==> src/rtl/shift_rotate16.sv <==
module shift_rotate16 #(
  parameter int W = 16
) (
  input  logic [W-1:0] din,
  input  logic [W-1:0] amt,
  input  logic         rot_sel,
  input  logic         dir_right,
  output logic [W-1:0] dout
);
  localparam int SW = $clog2(W);

  logic [W-1:0] pre, post;
  logic [W-1:0] stg [0:SW];
  logic         big;

  for (genvar i = 0; i < W; i++) begin : g_rev
    assign pre[i]  = dir_right ? din[W-1-i] : din[i];
    assign post[i] = dir_right ? stg[SW][W-1-i] : stg[SW][i];
  end

  assign stg[0] = pre;

  for (genvar s = 0; s < SW; s++) begin : g_stage
    localparam int D = 1 << s;
    logic [D-1:0] wrap;
    assign wrap       = rot_sel ? stg[s][W-1 -: D] : '0;
    assign stg[s+1]   = amt[s] ? {stg[s][W-1-D:0], wrap} : stg[s];
  end

  assign big  = |amt[W-1:SW];
  assign dout = (!rot_sel && big) ? '0 : post;

  always_comb begin
    if (amt == '0)
      assert_zero_pass_R6: assert (dout == din);
    if (rot_sel && amt[SW-1:0] == '0)
      assert_rot_wrap_R7: assert (dout == din);
    if (!rot_sel && amt >= W)
      assert_shift_clear_R5: assert (dout == '0);
    if (rot_sel)
      assert_rot_ones_R8: assert ($countones(dout) == $countones(din));
    else
      assert_shift_ones_R8: assert ($countones(dout) <= $countones(din));
    if (!rot_sel && !dir_right && amt < W && amt != '0)
      assert_left_fill_R1: assert (dout[0] == 1'b0);
    if (!rot_sel && dir_right && amt < W && amt != '0)
      assert_right_fill_R2: assert (dout[W-1] == 1'b0);
  end
endmodule

==> config.mk <==
export PLATFORM = sky130hd
export DESIGN_NAME = shift_rotate16
export DESIGN_NICKNAME = d
export VERILOG_FILES = /design/src/rtl/shift_rotate16.sv
export SDC_FILE = /design/constraint.sdc
export NUM_CORES = 1
export LEC_CHECK = 0
export ABC_CLOCK_PERIOD_IN_PS = 3700
export BUFFER_PORTS_ARGS = -buffer_cell sky130_fd_sc_hd__buf_2
export CORE_MARGIN = 2
export CORE_UTILIZATION = 59
export DETAILED_ROUTE_END_ITERATION = 10
export PLACE_DENSITY_LB_ADDON = 0.15
export SYNTH_ARGS = -nofsm -noshare
export SYNTH_HDL_FRONTEND = slang
export SYNTH_SLANG_ARGS = --single-unit
==> constraint.sdc <==
create_clock -name vclk -period 3.7
set_input_delay 0.185 -clock vclk [all_inputs]
set_output_delay 0.185 -clock vclk [all_outputs]
set_load 0.02 [all_outputs]
---- After elaboration in Yosys (flattened, before gate mapping) ----
Index checks and enable logic that the tools add are counted.
storage, ports and cells
  bits in writable memories ............... 0
  memories ................................ 0
  output and inout port bits .............. 16
  latch bits .............................. 0
  input bits .............................. 34
  logic and storage cells ................. 44
  bits in read-only memories .............. 0
  bits in registers ....................... 0
operators by class
  bitwise logic cells ..................... 0
  eq/ne operators ......................... 0
  shift-type cells ........................ 0
  add/subtract/negate cells ............... 0
  reductions and logical operators ........ 3
  mux-type cells .......................... 41
  $mul .................................... 0
  $lt $le $gt $ge ......................... 0
  divide/modulo/power cells ............... 0
operators with widths
  cell               count
  $mux 16            5
  $mux 1             33
  $reduce_or 12->1   1
  $mux 8             1
  $mux 4             1
  $mux 2             1
  $logic_and 1x1->1  1
  $logic_not 1->1    1

---- Longest topological paths before layout ----
  depth after elaboration ................. 11
  depth in mapped cells ................... 9
  depth with buffers taken out ............ 6

---- Worst setup path before layout ----
Ideal clock, no wire load.
  path kind ............................... input-to-output
  start point ............................. input port amt[1]
  end point ............................... output port dout[14]
  stages on the path ...................... 9
  arrival time ............................ 1.681 ns
  setup slack ............................. 1.834 ns
  path buffers ............................ 3
  cells stage by stage .................... buf_4 buf_4 buf_6 mux2i_1 a22oi_1 nand2_1 a22oi_1 o21ai_1 o22ai_1
between the ends
  cells in the longest elaborated chain, start to end .. 6
  elaborated cells between the ends (all ways) .. 7
RTL lines
  item                               RTL line  RTL
  start: declaration                 5         input logic [W-1:0] amt,
  $mux 16 (*)                        27        assign stg[s+1] = amt[s] ? {stg[s][W-1-D:0], wrap} : stg[s];
  $mux 4 or $mux 16 (tied branches)  26, 27
  $mux 16 (*) (2 in a row)           27
  $mux 1 (*)                         18        assign post[i] = dir_right ? stg[SW][W-1-i] : stg[SW][i];
  $mux 16 (*)                        31        assign dout = (!rot_sel && big) ? '0 : post;
  end: declaration                   8         output logic [W-1:0] dout
Mark *: on every way between the ends. The rest lies on a longest branch, timed or not.

---- Final worst setup path ----
  start point ............................. input port amt[0]
  end point ............................... output port dout[15]
between the ends
  cells in the longest elaborated chain, start to end .. 7
  elaborated cells between the ends (all ways) .. 9
RTL lines
  item                               RTL line
  $mux 16 (*)                        27
  $mux 2 or $mux 16 (tied branches)  26, 27
  $mux 16 (*) (3 in a row)           27
  $mux 1 (*)                         18
  $mux 16 (*)                        31
Marked as above.

==> run_results.csv <==
group,metric,value,unit
run_status,outcome,"complete, no violations",
synth,synth-compound-area-share,0.345,
place,io_buffer_count,50,
synth,synthAdderAreaFrac,0,
cells_and_area,regArea,0,µm²
floorplanning,num_rows,18,
cells_and_area,area_growth,13.0,%
setup_path,slowest_delay,0.59,ns
place,gp_congestion,0.981,
cells_and_area,num_antenna_cells,0,
setup_path,path_class,"primary input to output port",
routing,routedWlPerCell,16.5,µm
timing,fmax,393,MHz
setup_path,crit_fanout,32,
synth,yosysTopAreaCellShare,0.193,
setup_path,cp.arrival,2.36,ns
setup_path,startpoint_type,"primary input",
timing,tightest_slew,0.665,ns
global_routing,track_usage,0.316,
setup_path,cp_common_cell,"buf_2",
floorplanning,dieArea,2970,µm²
worst_hold_path,min-delay-path-class,"primary input to output port",
setup_path,cp_cell_sequence,"buf_2, mux4_2, mux2i_1, o22ai_1, or2_0, a22o_1, buf_2",
synth,synth_warnings,0,
clocking,ctsHoldBuffers,0,
cells_and_area,layout.nets,275,
setup_path,end_kind,"output port",
timing,drv_slew,0,
timing,fin_crit_sh,0.688,
place,postPlaceCellArea,1700,µm²
routing,drcViolationCount,0,
routing,firstDrtPassIters,5,
cells_and_area,drive_above_1_share,0.285,
cells_and_area,final_util,0.692,
routing,first_iter_violations,116,
timing,final.min_clock_period,2.54,ns
synth,synthCells,204,
setup_path,cp_slowest_cell,"mux4_2",
global_routing,grt_max_degree,33,
setup_path,cp_num_buf_inv,2,
synth,avgSynthCellArea,7.37,µm²
clocking,postCtsSetupRepairBufs,0,
power_and_ir_drop,total_power,0.000277,W
setup_path,crit_required,3.51,ns
global_routing,grt_pass1_wl,7.07,mm
synth,yosysTopAreaCell,"mux2i_1",
timing,relSlewSlack,0.557,
cells_and_area,finalInstanceArea,1700,µm²
routing,routed_wirelength,4.45,mm
synth,synthSimpleGateAreaFrac,0.215,
routing,drt-vias-per-instance,6.96,
floorplanning,start_util,0.613,
global_routing,antenna_found_initial,0,
floorplanning,die_w,54.5,µm
synth,synth_nets,238,
synth,netlist_area,1500,µm²
clocking,cts-resized-gates,0,
cells_and_area,nFlopsAndLatches,0,
setup_path,cp_top_family,"multiplexers",
timing,fin_tns_setup,0,ns
synth,ys_top_cells_by_area,"mux2i_1 19%, mux4_2 13%, o22ai_1 13%",
power_and_ir_drop,power_leakage,0.762,nW
global_routing,grt_pass1_vias,1518,
routing,vias,1871,
timing,hold_violations,0,
global_routing,grt_overflow_total,0,
synth,synth_xor_area_frac,0.00582,
power_and_ir_drop,peakVddDrop,128,µV
cells_and_area,clkbuf_count,0,
power_and_ir_drop,p_per_area,163,nW/µm²
place,dp_hpwl,3.50,mm
synth,synthMuxAreaShare,0.358,
synth,synth_top_family_by_area,"multiplexers",
floorplanning,die_h,54.5,µm
cells_and_area,multi_input_area,1390,µm²
routing,ant_nets,0,
synth,ys_types,42,
timing,finalSetupViolations,0,
floorplanning,ios,50,
run,cap_violations,0,
cells_and_area,fillers,222,
synth,ys_seq_area_frac,0,
timing,rsz0062_at_grt,"no",
floorplanning,core,2450,µm²
-- report_power, final --
group | switching [W] | leakage [nW] | internal (W)
Sequential | 0 | 0 | 0
Clock | 0 | 0 | 0
Combinational | 0.000165 | 0.762 | 0.000112
Total | 0.000165 | 0.762 | 0.000112
-- worst min-delay path: stages --
cell	delay (ns)
buf_2	0.14
inv_1	0.11
o21ai_1	0.10
o22ai_1	0.11
buf_2	0.18
-- cell type report --
| type | instances | share of cell area |
|---|---|---|
| Tap cell | 30 | 0.0221 |
| Timing Repair Buffer | 51 | 0.152 |
| Multi-Input combinational cell | 184 | 0.817 |
| Inverter | 4 | 0.00884 |
-- per-layer routing --
layer / part of all wire / wire (µm) / track usage / vias to the layer above
met4: 0.014 / 63 / 0.0458 / 0
li1: - / - / - / 893
met5: 0 / 0 / 0 / -
met2: 0.46 / 2030 / 0.500 / 106
met1: 0.44 / 1940 / 0.480 / 864
met3: 0.093 / 413 / 0.0164 / 8
-- placed cells by master, fill, tap and decap left out, types with 2 or more instances in the layout --
cell type and count:
nor2b_1 7, o21ai_0 2, a21oi_1 6, buf_2 50
a211oi_1 2, nor4_1 3, nand2b_1 6, o22ai_1 32
a32oi_1 2, mux2_2 3, a22oi_1 11, mux4_2 9
mux2i_1 29, or2_2 2, a221oi_1 2, o21ai_1 3
nand2_1 18, nand3_1 9, nor2_1 18, inv_1 4
nor3_1 2, a22o_1 2
-- kinds of logic (layout without fill, tap and decap cells) --
kind of cell              Yosys count  after routing
xor gates and xnor gates            1              1
buffers and inverters              20             55
muxes                              42             42
AOI/OAI and AO/OA                  73             73
and+or+nand+nor                    68             68
-- path summary, 6_finish.rpt --
path / cells after the start / endpoint / slack [ns] / from
setup / recovery: 7 / dout[15] / 1.16 / amt[0]
hold / removal: 5 / dout[1] / 1.02 / amt[2]
-- synthesized netlist by cell type --
| cell type | instances |
|---|---|
| o22ai_1 | 32 |
| mux2i_1 | 29 |
| nand2_1 | 18 |
| nor2_1 | 18 |
| a22oi_1 | 11 |
| mux4_2 | 9 |
| nand3_1 | 9 |
| nor2b_1 | 7 |
| a21oi_1 | 6 |
| clkbuf_1 | 6 |
| nand2b_1 | 6 |
| buf_4 | 4 |
| inv_1 | 4 |
| buf_6 | 3 |
| mux2_2 | 3 |
| nor4_1 | 3 |
| o21ai_1 | 3 |
| a211oi_1 | 2 |
| a221oi_1 | 2 |
| a22o_1 | 2 |
| a32oi_1 | 2 |
| buf_2 | 2 |
| nor3_1 | 2 |
| o21ai_0 | 2 |
| or2_2 | 2 |
| a211o_1 | 1 |
| a211oi_2 | 1 |
| a21o_1 | 1 |
| a221o_1 | 1 |
| a221oi_2 | 1 |
| a311oi_2 | 1 |
| a31oi_1 | 1 |
| a32o_1 | 1 |
| and2_1 | 1 |
| and2b_1 | 1 |
| buf_1 | 1 |
| mux2_1 | 1 |
| o221a_1 | 1 |
| o221ai_1 | 1 |
| o32ai_1 | 1 |
| or2_0 | 1 |
| xor2_1 | 1 |
-- per-stage QoR --
stage / worst slack [ns] / hold slack (ns) / instances
2_1_floorplan: 1.83 / 0.798 / 204
3_3_place_gp: 1.20 / 1.00 / 269
3_5_place_dp: 1.16 / 1.01 / 269
4_1_cts: 1.17 / 1.01 / 269
5_1_grt: 0.970 / 1.06 / 269
6_report: 1.16 / 1.02 / 269
(Power assumes the default switching activity.)
